### src/rtl/ddr2_emr_pkg.sv
package ddr2_emr_pkg;
  // Strobes from control to datapath
  typedef struct packed {
    logic emrLoad;   // capture register fields this edge
    logic pinDrive;  // read data phase while device is awake
  } emrStrobe_t;
endpackage

### src/rtl/ddr2_emr_ctrl.sv
module ddr2_emr_ctrl
  import ddr2_emr_pkg::*;
#(
  parameter int LOCK_CYCLES = 200
) (
  input  logic       clk,
  input  logic       rstN,
  input  logic       mrsCmd,
  input  logic [1:0] bankSel,
  input  logic       highClear,
  input  logic       dllEnBitLow,
  input  logic       dllDis,
  input  logic       selfRefEnter,
  input  logic       selfRefExit,
  input  logic       rdCmd,
  input  logic       rdBurst,
  output emrStrobe_t str,
  output logic       rdAccepted,
  output logic       rdRejected,
  output logic       dllActive,
  output logic       lockWaiting
);
  localparam int CNT_W = (LOCK_CYCLES > 2) ? $clog2(LOCK_CYCLES) : 1;
  localparam logic [CNT_W-1:0] CNT_LOAD = CNT_W'(LOCK_CYCLES - 1);

  logic             srActive;
  logic             armed;
  logic [CNT_W-1:0] lockCnt;
  logic             emrHit;
  logic             dllRestart;
  logic             lockDone;
  logic             rdOk;

  assign emrHit     = mrsCmd && (bankSel == 2'b01) && highClear;
  assign dllRestart = (emrHit && dllEnBitLow) || selfRefExit;
  assign lockDone   = armed && (lockCnt == '0);
  assign dllActive  = !dllDis && !srActive;
  assign lockWaiting = !lockDone;
  assign rdOk       = dllActive && lockDone;

  assign str.emrLoad  = emrHit;
  assign str.pinDrive = rdBurst && !srActive;

  always_ff @(posedge clk) begin
    if (!rstN) begin
      srActive <= 1'b0;
    end else if (selfRefExit) begin
      srActive <= 1'b0;
    end else if (selfRefEnter) begin
      srActive <= 1'b1;
    end
  end

  always_ff @(posedge clk) begin
    if (!rstN) begin
      armed   <= 1'b0;
      lockCnt <= '0;
    end else if (dllRestart) begin
      armed   <= 1'b1;
      lockCnt <= CNT_LOAD;
    end else if (lockCnt != '0) begin
      lockCnt <= lockCnt - 1'b1;
    end
  end

  always_ff @(posedge clk) begin
    if (!rstN) begin
      rdAccepted <= 1'b0;
      rdRejected <= 1'b0;
    end else begin
      rdAccepted <= rdCmd && rdOk;
      rdRejected <= rdCmd && !rdOk;
    end
  end
endmodule

### src/rtl/ddr2_emr_datapath.sv
module ddr2_emr_datapath
  import ddr2_emr_pkg::*;
#(
  parameter int DEV_WIDTH = 8
) (
  input  logic       clk,
  input  logic       rstN,
  input  emrStrobe_t str,
  input  logic       aDllDis,
  input  logic       aDqsSingle,
  input  logic       aRdqsEn,
  input  logic       aQoff,
  output logic       dllDis,
  output logic       dqsOe,
  output logic       dqsCompOe,
  output logic       rdqsOe,
  output logic       rdqsCompOe,
  output logic       dmInputEn
);
  logic dqsSingle;
  logic qoff;
  logic rdqsLive;
  logic drive;

  always_ff @(posedge clk) begin
    if (!rstN) begin
      dllDis    <= 1'b0;
      dqsSingle <= 1'b0;
      qoff      <= 1'b0;
    end else if (str.emrLoad) begin
      dllDis    <= aDllDis;
      dqsSingle <= aDqsSingle;
      qoff      <= aQoff;
    end
  end

  generate
    if (DEV_WIDTH == 8) begin : g_rdqs
      logic rdqsEn;
      always_ff @(posedge clk) begin
        if (!rstN) rdqsEn <= 1'b0;
        else if (str.emrLoad) rdqsEn <= aRdqsEn;
      end
      assign rdqsLive = rdqsEn;
    end else begin : g_nordqs
      logic unusedRdqsBit;
      assign unusedRdqsBit = aRdqsEn;
      assign rdqsLive = 1'b0;
    end
  endgenerate

  assign drive      = str.pinDrive && !qoff;
  assign dqsOe      = drive;
  assign dqsCompOe  = drive && !dqsSingle;
  assign rdqsOe     = drive && rdqsLive;
  assign rdqsCompOe = drive && rdqsLive && !dqsSingle;
  assign dmInputEn  = !rdqsLive;
endmodule

### src/rtl/ddr2_emr_dll_ctrl.sv
module ddr2_emr_dll_ctrl
  import ddr2_emr_pkg::*;
#(
  parameter int DEV_WIDTH   = 8,
  parameter int ADDR_W      = 14,
  parameter int LOCK_CYCLES = 200
) (
  input  logic              clk,
  input  logic              rstN,
  input  logic              mrsCmd,
  input  logic [1:0]        bankSel,
  input  logic [ADDR_W-1:0] addrIn,
  input  logic              selfRefEnter,
  input  logic              selfRefExit,
  input  logic              rdCmd,
  input  logic              rdBurst,
  output logic              rdAccepted,
  output logic              rdRejected,
  output logic              dllActive,
  output logic              lockWaiting,
  output logic              dqsOe,
  output logic              dqsCompOe,
  output logic              rdqsOe,
  output logic              rdqsCompOe,
  output logic              dmInputEn
);
  localparam int HIGH_LSB = 13;

  emrStrobe_t str;
  logic       dllDis;
  logic       highClear;
  logic       unusedAddr;

  assign highClear  = (addrIn[ADDR_W-1:HIGH_LSB] == '0);
  assign unusedAddr = ^addrIn[9:1];

  ddr2_emr_ctrl #(.LOCK_CYCLES(LOCK_CYCLES)) u_ctrl (
    .clk(clk), .rstN(rstN), .mrsCmd(mrsCmd), .bankSel(bankSel),
    .highClear(highClear), .dllEnBitLow(!addrIn[0]), .dllDis(dllDis),
    .selfRefEnter(selfRefEnter), .selfRefExit(selfRefExit),
    .rdCmd(rdCmd), .rdBurst(rdBurst), .str(str),
    .rdAccepted(rdAccepted), .rdRejected(rdRejected),
    .dllActive(dllActive), .lockWaiting(lockWaiting)
  );

  ddr2_emr_datapath #(.DEV_WIDTH(DEV_WIDTH)) u_dp (
    .clk(clk), .rstN(rstN), .str(str),
    .aDllDis(addrIn[0]), .aDqsSingle(addrIn[10]),
    .aRdqsEn(addrIn[11]), .aQoff(addrIn[12]),
    .dllDis(dllDis), .dqsOe(dqsOe), .dqsCompOe(dqsCompOe),
    .rdqsOe(rdqsOe), .rdqsCompOe(rdqsCompOe), .dmInputEn(dmInputEn)
  );
endmodule

### config.mk
export PLATFORM = sky130hd
export DESIGN_NAME = ddr2_emr_dll_ctrl
export DESIGN_NICKNAME = d
export VERILOG_FILES = /design/src/rtl/ddr2_emr_pkg.sv /design/src/rtl/ddr2_emr_ctrl.sv /design/src/rtl/ddr2_emr_datapath.sv /design/src/rtl/ddr2_emr_dll_ctrl.sv
export SDC_FILE = /design/constraint.sdc
export NUM_CORES = 1
export LEC_CHECK = 0
export ABC_AREA = 1
export BUFFER_PORTS_ARGS = -buffer_cell sky130_fd_sc_hd__buf_2
export CORE_MARGIN = 1
export CORE_UTILIZATION = 29
export CTS_CLUSTER_SIZE = 8
export DETAILED_ROUTE_END_ITERATION = 8
export SLEW_MARGIN = 40
export SYNTH_ARGS = -nofsm -noshare
export SYNTH_HDL_FRONTEND = slang
export SYNTH_SLANG_ARGS = --single-unit
### constraint.sdc
create_clock -name clk -period 2.7 [get_ports clk]
set_clock_uncertainty 0.05 [all_clocks]
set_input_delay 0.135 -clock clk [delete_from_list [all_inputs] [get_ports clk]]
set_output_delay 0.135 -clock clk [all_outputs]
set_load 0.05 [all_outputs]
Yosys cells after proc, flatten, opt, wreduce, memory -nomap -nowiden:

Cells that the tools add are included.

* register bits after elaboration: 16
* input bits: 23
* output and inout port bits: 9

* $add $sub $neg: 1
* equality and inequality tests: 1
* mux-type cells: 2
* bitwise gates (word level): 2
* reductions and logical operators: 27

Operators by type and width (number)
* $mux 8: 2
* $logic_and 1x1->1: 13
* $logic_not 1->1: 8
* $logic_not 8->1: 1
* $reduce_bool 8->1: 1
* $sub 8x1->8 const B: 1
* $reduce_or 2->1: 2
* $eq 2x1->1 const B: 1
* $not 1->1: 2
* $reduce_bool 2->1: 1
* $logic_or 1x1->1: 1

Depth between registers and ports, before layout:

Gate-level depths: netlist (run 1).

* word-level depth: 6
* gate-level depth with buffers: 8

By module:

Synthesis (run 1) repeated with hierarchy kept, for this count alone.

* cell total of the unflattened synthesis: 123
* area, all modules: 862.1 sq um

By module, submodules not included
* ddr2_emr_ctrl: times used 1, cells each 88, area an instance 655.6 sq um
* ddr2_emr_datapath: times used 1, cells each 33, area an instance 198.9 sq um
* ddr2_emr_dll_ctrl: times used 1, cells each 2, area an instance 7.5 sq um

Worst setup path after synthesis (run 1):

No wires, ideal clock.

* path type: register to output
* start point: register u_dp.g_rdqs.rdqsEn
* end point: output port rdqsCompOe
* arrival: 1666 ps
* required time: 2515 ps
* path slack: 849 ps
* stages on the path, launching flop included: 3
* cell sequence: dfxtp_1 > inv_1 > nor3_1

* longest elaborated chain between the ends: 2

RTL lines
* start: declaration: RTL line ddr2_emr_datapath.sv:39 `logic rdqsEn;`
* start signal: assignment: RTL line ddr2_emr_datapath.sv:42 `else if (str.emrLoad) rdqsEn <= aRdqsEn;`
* $logic_and 1x1->1 (2 in series): RTL line ddr2_emr_datapath.sv:56 `assign rdqsCompOe = drive && rdqsLive && !dqsSingle;`
* end: declaration: RTL line ddr2_emr_dll_ctrl.sv:24 `output logic rdqsCompOe,`

No other way between the ends.

Worst setup path after layout (run 1):

* start point: register u_ctrl.lockCnt[0]
* end point: output port lockWaiting

* longest elaborated chain between the ends: 3

RTL lines
* start: declaration: RTL line ddr2_emr_ctrl.sv:28 `logic [CNT_W-1:0] lockCnt;`
* start signal: assignment: RTL line ddr2_emr_ctrl.sv:62 `lockCnt <= lockCnt - 1'b1;`
* $logic_not 8->1: RTL line ddr2_emr_ctrl.sv:36 `assign lockDone = armed && (lockCnt == '0);`
* $logic_and 1x1->1: RTL line ddr2_emr_ctrl.sv:36
* $logic_not 1->1: RTL line ddr2_emr_ctrl.sv:38 `assign lockWaiting = !lockDone;`
* end: declaration: RTL line ddr2_emr_dll_ctrl.sv:20 `output logic lockWaiting,`

No other way between the ends.

==> results of run 1 <==
synthesized netlist by cell type, drive strengths merged:
cell type,count,share of area
nand3b,1,0.0097
xor2,2,0.023
nand4,3,0.024
nand3,9,0.058
nor2,19,0.12
nor3,2,0.013
buf,1,0.015
nand2,21,0.11
a21oi,9,0.058
dfxtp,16,0.42
o21ai,3,0.019
inv,19,0.093
xnor2,1,0.011
ha,2,0.032
path summary, 6_finish.rpt:
check	end	startpoint	depth (start not counted)
setup / recovery	lockWaiting	u_ctrl.lockCnt[0]	6
hold / removal	u_ctrl.rdRejected	rdCmd	3
setup reg to reg	u_ctrl.lockCnt[5]	u_ctrl.lockCnt[0]	5
hold reg to reg	u_dp.qoff	u_dp.qoff	2
metrics by stage:
stage	util	worst slack, ns	instances	hold slack [ns]	total power (W)
after floorplan	-	0.849	108	0.164	0.000367
after detailed placement	0.363	1.32	159	0.279	0.000396
after global placement	0.363	1.39	159	0.271	0.000392
after CTS	0.376	1.00	163	0.0316	0.000523
final	0.376	1.02	163	0.0367	0.000513
after global routing	0.376	0.908	163	0.0513	0.000549
power groups by stage:
stage	combinational, W	clock (W)	sequential (W)
3_3_place_gp	0.000124	0	0.000269
2_1_floorplan	0.0000958	0	0.000271
3_5_place_dp	0.000127	0	0.000269
4_1_cts	0.000129	0.000130	0.000264
6_report	0.000127	0.000122	0.000264
5_1_grt	0.000145	0.000137	0.000266
worst register-to-register path: cells and delay by family, from the launching register on:
family / cells / cell delay (ns)
buffers and inverters: 1 / 0.08
AO/OA/AOI/OAI: 1 / 0.15
flip-flops: 1 / 0.36
AND/OR/NAND/NOR: 2 / 0.40
adder cells (fa/ha/maj): 1 / 0.24
metal layers:
metal / vias up / global-route usage
li1: 390 / -
met4: 0 / 0.0833
met1: 321 / 0.163
met5: - / 0
met3: 2 / 0.0282
met2: 18 / 0.206
cells in the final DEF (no fill, tap or decap):
master,netlist,layout
a21oi_1,9,9
buf_2,0,22
clkbuf_4,0,3
dfxtp_1,16,16
dlygate4sd3_1,0,1
ha_1,2,2
inv_1,19,19
nand2_1,20,20
nand2_2,1,1
nand3_1,9,9
nand3b_1,1,1
nand4_1,3,3
nor2_1,14,14
nor2_2,3,3
nor2_4,2,2
nor3_1,2,2
o21ai_0,3,3
xnor2_1,1,1
xor2_1,2,2
sequential cells by signal, summed over array words and instances, names as in the netlist:
name	flops
u_ctrl.lockCnt	8
u_ctrl.armed	1
u_ctrl.rdAccepted	1
u_ctrl.rdRejected	1
u_ctrl.srActive	1
u_dp.dllDis	1
u_dp.dqsSingle	1
u_dp.g_rdqs.rdqsEn	1
u_dp.qoff	1
cell type report:
type	count	area [sq um]	area share
Multi-Input combinational cell	72	368	0.391
Sequential cell	16	320	0.341
Timing Repair Buffer	23	120	0.128
Inverter	19	71.3	0.0759
Tap cell	30	37.5	0.0399
Clock buffer	3	22.5	0.0240
cell families (layout without fill, tap and decap cells):
family / Yosys count / count (layout) / synth area share
flops: 16 / 16 / 0.416
buf+inv: 20 / 45 / 0.107
simple gates: 55 / 55 / 0.333
fa+ha+maj: 2 / 2 / 0.0325
xor+xnor: 3 / 3 / 0.0341
compound gates: 12 / 12 / 0.0779
==> reports/qor.yml, run 1 <==
status: "finished, final reports clean"
syn_inst: 108
synth_cell_types: 17
grt_max_degree: 11
nets: 160
worst_pin_slew_ns: 0.255
worstSetupPathType: "register to output pin"
fp.dieW_um: 53.6
fin_crit_sh: 0.621
critPathLaunchType: "register"
io_pins: 32
power_frac_comb: 0.248
setup_viol: 0
antenna_found_initial: 0
first_pass_iters: 4
dieArea_sq_mm: 0.00287
critPathMaxFanout: 4
slowest_stage: "dfxtp_1"
syn_to_final_growth_pct: 21.9
vias: 731
drv_slew: 0
vias_per_cell: 4.48
syn_area_sq_um: 771
cts_buffer_depth: 2
core_sq_mm: 0.00250
avgSynthCellArea_sq_um: 7.14
required_ns: 2.52
placedInstanceArea_sq_um: 907
gp_congestion: 0.778
ys_seq_area_frac: 0.416
cp_slowest_stage_delay_ns: 0.33
wire_per_inst_um: 9.21
power.share.clock: 0.238
worst-path-buf-inv: 2
clockRootBuffer: "clkbuf_4"
wl_um: 1500
rrSetupSlack_ns: 1.36
cp_top_family: "simple AND/OR/NAND/NOR gates"
arrival_ns: 1.49
wl_met3_um: 72
worstSkewPairLatency_ns: 0.28
slew_headroom: 0.831
yosysWarnings: 0
numCtsBuffers: 3
powerDensity_mw_per_mm2: 546
synth-seq-cells: 16
dieHeight_um: 53.6
cts_tree: "built"
n_antenna_cell: 0
power_switching_w: 0.000165
final_hold_viol_count: 0
cts_sinks: 16
wl_met2_um: 670
finalInstanceArea_sq_um: 940
synth_nets: 133
vdd_drop_max_uv: 286
power_frac_seq: 0.514
power.internal_w: 0.000348
cts_max_level: 1
maxCapViolCount: 0
top_layer: "met4"
port_buffers: 22
cts_resized: 0
nFillCells: 266
m1WireLength_um: 734
antenna_left: 0
fin_tns_setup_ns: 0
hp-class: "input pin to register"
clkSlewWorstSetupHoldPaths_ns: 0.09
cts_setup_buffers: 0
power_leakage_nw: 0.477
drive_gt1_frac: 0.233
rsz0062_at_grt: "no"
crit_chain: "inv_1 > ha_1 > nand2_1 > nor2_2 > nand2_1 > buf_2"
fin_crit_ns: 1.68
placementRows: 18
grt_pass1_vias: 673
path_common_cell: "nand2_1"
hold_buffers: 1
grt_pass1_wl_um: 2700
switching_share: 0.321
grt_usage: 0.132
start_util: 0.308
fmax_mhz: 597
drt_iter0_drc: 5
endpoint_kind: "output pin"
grt_overflow: 0
route.detailed.drc: 0
hpwl_um: 1180
Note: power is estimated with default switching activity, not from simulation.
==> run 2: changes to the inputs <==
==> constraint.sdc (replaced) <==
create_clock -name clk -period 1.4 [get_ports clk]
set_clock_uncertainty 0.05 [all_clocks]
set_input_delay 0.07 -clock clk [delete_from_list [all_inputs] [get_ports clk]]
set_output_delay 0.07 -clock clk [all_outputs]
set_load 0.05 [all_outputs]
==> reports/qor.yml, run 2 (synthesis results as in run 1) <==
status: "finished, final reports clean"
power_leakage_nw: 0.525  # +10%
drv_slew: 0  # unchanged
placedInstanceArea_sq_um: 915  # +0.83%
finalInstanceArea_sq_mm: 0.00106  # +13%
stdcell_count: 171  # +4.9%
clockRootBuffer: "clkbuf_4"
wire_per_inst_um: 9.23  # +0.21%
critPathCapture: "lockWaiting"
vias: 748  # +2.3%
setup_slack_ns: 0.0505  # -0.973 ns
required_ns: 1.28  # -1.24 ns
powerDensity_mw_per_mm2: 1040  # +90%
vias_per_cell: 4.37  # -2.5%
dieHeight_um: 53.6  # unchanged
n_antenna_cell: 0  # unchanged
dp_slack_ns: 0.104  # -1.22 ns
grt_pass1_vias: 721  # +7.1%
fin_crit_ns: 1.35
rsz0062_at_grt: "yes"
r2r_cells: 6  # +1
nets: 167  # +4.4%
largest_reg_flops: 8  # unchanged
hp-class: "input pin to register"
clkSlewWorstSetupHoldPaths_ns: 0.09  # about the same
maxCapViolCount: 0  # unchanged
arrival_ns: 1.23  # -0.26 ns
antenna_left: 0  # unchanged
layout_common_cells: "nand2_1, buf_2, inv_1, nor2_1, dfxtp_1"
endpoint_kind: "output pin"
worstSkewPairLatency_ns: 0.27  # about the same
worstSetupPathType: "register to output pin"
fin_crit_sh: 0.964
slew_headroom: 0.837  # +0.00559
grt_usage: 0.134  # +0.00264
hpwl_um: 1180  # about the same
grt_max_degree: 11  # unchanged
drive_gt1_frac: 0.333  # +0.100
start_util: 0.308  # unchanged
wl_um: 1580  # +5.1%
critPathMaxFanout: 3  # -1
regMostFlops: "u_ctrl.lockCnt"
r2r_start: "u_ctrl.lockCnt[0]"
fin_util: 0.424  # +0.0480
cts_sinks: 16  # unchanged
startpoint: "u_ctrl.lockCnt[0]"
dieArea_sq_mm: 0.00287  # unchanged
r2r_end: "u_ctrl.lockCnt[5]"
dp.cells: 159  # unchanged
cts_buffer_depth: 2  # unchanged
fp.dieW_um: 53.6  # unchanged
rrSetupSlack_ns: 0.06  # -1.30 ns
cts_tree: "built"
first_pass_iters: 4  # unchanged
cts_max_level: 1  # unchanged
vdd_drop_max_uv: 582  # +100%
route.detailed.drc: 0  # unchanged
core_sq_mm: 0.00250  # unchanged
placementRows: 18  # unchanged
worst_pin_slew_ns: 0.244  # -0.0109 ns
grt_overflow: 0  # unchanged
drt_iter0_drc: 7  # +2
io_pins: 32  # unchanged
port_buffers: 22  # unchanged
grt_pass1_wl_um: 2830  # +4.6%
setup_viol: 0  # unchanged
final_hold_viol_count: 0  # unchanged
fmax_mhz: 741
numCtsBuffers: 3  # unchanged
antenna_found_initial: 0  # unchanged
fin_tns_setup_ns: 0  # unchanged
critPathLaunchType: "register"
gp_congestion: 0.804  # +3.4%
syn_to_final_growth_pct: 37.5
## run 2: changes by cell type in the layout (fill, tap and decap cells not counted), sizes merged
| cell | delta |
|---|---|
| buf | +4 |
| clkbuf | +2 |
| dlygate4sd3 | +2 |
## run 2: worst min path at each step
stage | startpoint | to | slack [ns] | depth (start not counted)
floorplan | selfRefExit | u_ctrl.srActive | 0.1 | 1
global placement | selfRefExit | u_ctrl.srActive | 0.21 | 2
detailed placement | selfRefExit | u_ctrl.srActive | 0.22 | 2
CTS | addrIn[11] | u_dp.g_rdqs.rdqsEn | 0.008 | 3
global route | addrIn[10] | u_dp.dqsSingle | 0.02 | 3
finish | addrIn[11] | u_dp.g_rdqs.rdqsEn | 0.02 | 3
## run 2: what timing repair did
item / 4_1_cts / 5_1_grt
setup buffers: 2 / 3
endpoints found under the hold margin: 3 / 0
pin swaps: 2 / 5
hold buffers: 3 / 0
resized for setup: 6 / 9
endpoints found under the setup margin: 1 / 10
gates cloned: 0 / 0
## run 2: critical path, cell delays in order (launching register included)
cell and delay, ns:
dfxtp_2 0.35, inv_4 0.07, ha_4 0.13, nand2_1 0.08, nor2_4 0.11, nand2_1 0.07
buf_6 0.15
## run 2: layer usage
metal	track usage	share of wire	vias up
met5	0	0	-
met4	0.0658	0.0076	0
met3	0.0169	0.043	2
met2	0.219	0.48	21
met1	0.174	0.47	321
li1	-	-	404
## run 2: stage by stage
| stage | hold slack [ns] | power (W) |
|---|---|---|
| after floorplan | 0.0993 | 0.000709 |
| after global placement | 0.209 | 0.000761 |
| after detailed placement | 0.218 | 0.000765 |
| after CTS | 0.00790 | 0.00108 |
| after global routing | 0.0238 | 0.00118 |
| final | 0.0181 | 0.00110 |
## run 2: final cells by class
cell class                 count  area, sq um
multi-input combinational     72          397
clock buffer                   4         36.3
inverter                      19         73.8
timing repair buffer          30          190
tap                           30         37.5
fill                         261         1440
sequential                    16          325
## run 2: power breakdown
part | switching (W) | internal (W)
logic | 0.000175 | 0.000121
registers | 0.0000269 | 0.000487
clock network | 0.000132 | 0.000158
==> run 3: changes to the inputs <==
--- a/config.mk
+++ b/config.mk
@@ -11,6 +11,7 @@
 export CORE_UTILIZATION = 29
 export CTS_CLUSTER_SIZE = 8
 export DETAILED_ROUTE_END_ITERATION = 8
+export PLACE_DENSITY_LB_ADDON = 0.3
 export SLEW_MARGIN = 40
 export SYNTH_ARGS = -nofsm -noshare
 export SYNTH_HDL_FRONTEND = slang
==> reports/qor.yml, run 3 (synthesis results as in run 1) <==
critPathLaunchType: "register"
syn_to_final_growth_pct: 43.2
cts_max_level: 1  # unchanged
port_buffers: 22  # unchanged
cp_top_family: "flip-flops"
critPathMaxFanout: 3  # unchanged
numCtsBuffers: 3  # unchanged
r2r_start: "u_ctrl.lockCnt[0]"
status: "finished, final reports clean"
hp-class: "input pin to register"
power.share.clock: 0.217  # -0.047
nets: 169  # +1.2%
r2r_cells: 7  # +1
final_hold_viol_count: 0  # unchanged
crit_chain: "inv_4 > ha_4 > nand2_4 > nor2_4 > nand2_2 > buf_8"
hold_depth: 3  # unchanged
worstSetupPathType: "register to output pin"
fp.dieW_um: 53.6  # unchanged
worstSkewPairLatency_ns: 0.28  # about the same
drt_iter0_drc: 5  # -2
antenna_left: 0  # unchanged
fmax_mhz: 727  # -1.9%
antenna_found_initial: 0  # unchanged
cts_buffer_depth: 2  # unchanged
drv_slew: 0  # unchanged
power_switching_w: 0.000345  # +3.5%
placedInstanceArea_sq_um: 915  # unchanged
dieArea_sq_mm: 0.00287  # unchanged
cts_sinks: 16  # unchanged
finalInstanceArea_sq_mm: 0.00110  # +4.1%
drive_gt1_frac: 0.352  # +0.0188
dieHeight_um: 53.6  # unchanged
fin_crit_sh: 0.983  # +0.0191
power_leakage_nw: 0.542  # +3.1%
grt_pass1_vias: 732  # +1.5%
clkSlewWorstSetupHoldPaths_ns: 0.09  # about the same
power_frac_seq: 0.485  # +0.018
route.detailed.drc: 0  # unchanged
n_antenna_cell: 0  # unchanged
fin_util: 0.441  # +0.0175
worst_pin_slew_ns: 0.251  # +0.00673 ns
r2r_end: "u_ctrl.lockCnt[6]"
wire_per_inst_um: 10.1  # +9.8%
powerDensity_mw_per_mm2: 965  # -7.1%
slew_headroom: 0.834  # -0.00285
switching_share: 0.324  # +0.0211
hold_path_end: "u_dp.qoff"
hp-start: "addrIn[12]"
grt_usage: 0.137  # +0.00252
slowest_stage: "dfxtp_2"
rsz0062_at_grt: "yes"
first_pass_iters: 4  # unchanged
rrSetupSlack_ns: 0.05  # about the same
setup_viol: 0  # unchanged
grt_pass1_wl_um: 2840  # +0.21%
worst-path-buf-inv: 2  # unchanged
fin_hold_ws_ns: 0.0156  # -0.00252 ns
power_frac_comb: 0.298  # +0.029
layout_common_cells: "nand2_1, buf_2, inv_1, nor2_1, dfxtp_1"
gp_congestion: 0.802  # -0.32%
start_util: 0.308  # unchanged
setup_slack_ns: 0.0238  # -0.0268 ns
core_sq_mm: 0.00250  # unchanged
grt_max_degree: 11  # unchanged
clockRootBuffer: "clkbuf_4"
power.internal_w: 0.000719  # -6.2%
largest_reg_flops: 8  # unchanged
endpoint_kind: "output pin"
hpwl_um: 1210  # +2.5%
vias_per_cell: 4.52  # +3.4%
maxCapViolCount: 0  # unchanged
arrival_ns: 1.26  # +0.03 ns
vdd_drop_max_uv: 540  # -7.2%
cp_slowest_stage_delay_ns: 0.35  # about the same
placementRows: 18  # unchanged
regMostFlops: "u_ctrl.lockCnt"
cts_tree: "built"
stdcell_count: 172  # +0.58%
required_ns: 1.28  # about the same
wl_um: 1740  # +10%
dp_slack_ns: 0.112  # +0.00748 ns
io_pins: 32  # unchanged
dp.cells: 159  # unchanged
fin_crit_ns: 1.38  # +0.0268 ns
vias: 778  # +4.0%
grt_overflow: 0  # unchanged
run 3: how the worst max path moves through the flow:
stage | slack, ns | startpoint | to | depth (start not counted)
after floorplan | 0.03 | u_dp.g_rdqs.rdqsEn | rdqsOe | 2
after global placement | 0.14 | u_ctrl.lockCnt[0] | u_ctrl.lockCnt[5] | 5
after detailed placement | 0.11 | u_ctrl.lockCnt[0] | u_ctrl.lockCnt[5] | 5
after CTS | 0.006 | u_ctrl.lockCnt[0] | lockWaiting | 6
after global routing | -0.05 | u_ctrl.lockCnt[0] | u_ctrl.lockCnt[0] | 8
final | 0.02 | u_ctrl.lockCnt[0] | lockWaiting | 6
run 3: worst reg2reg max path, stage by stage (launching register included):
cell and delay (ns):
dfxtp_2 0.35, inv_4 0.07, ha_4 0.15, buf_6 0.09, nand4_1 0.20, buf_4 0.20, nand3_1 0.06, a21oi_1 0.06
run 3: area by class of cell:
| cell class | instances | area (sq um) |
|---|---|---|
| Fill cell | 246 | 1400 |
| Multi-Input combinational cell | 72 | 424 |
| Sequential cell | 16 | 325 |
| Timing Repair Buffer | 32 | 220 |
| Inverter | 19 | 73.8 |
| Tap cell | 30 | 37.5 |
| Clock buffer | 3 | 22.5 |
run 3: power groups by stage:
| stage | Clock [W] | Combinational (W) | Sequential (W) |
|---|---|---|---|
| after floorplan | 0 | 0.000186 | 0.000523 |
| after global placement | 0 | 0.000242 | 0.000519 |
| after detailed placement | 0 | 0.000246 | 0.000521 |
| after CTS | 0.000245 | 0.000277 | 0.000513 |
| after global routing | 0.000263 | 0.000352 | 0.000520 |
| final | 0.000231 | 0.000317 | 0.000517 |
run 3: what timing repair did:
item                                    4_1_cts  5_1_grt
endpoints found under the hold margin         4        0
pin swaps                                     3        5
endpoints found under the setup margin        2        9
buffers inserted                              3        3
hold buffers                                  4        0
gates resized for setup                      11       14
run 3: stage by stage:
stage	TNS, ns	power, W
floorplan	0	0.000709
CTS	0	0.00104
finish	0	0.00106
global route	-0.145	0.00114
detailed placement	0	0.000766
global placement	0	0.000761
run 3: layer usage:
layer	vias up	routed length (um)	GRT usage
li1	407	-	-
met1	345	742	0.157
met2	22	907	0.242
met3	4	71	0.0169
met4	0	23	0.0789
met5	-	0	0
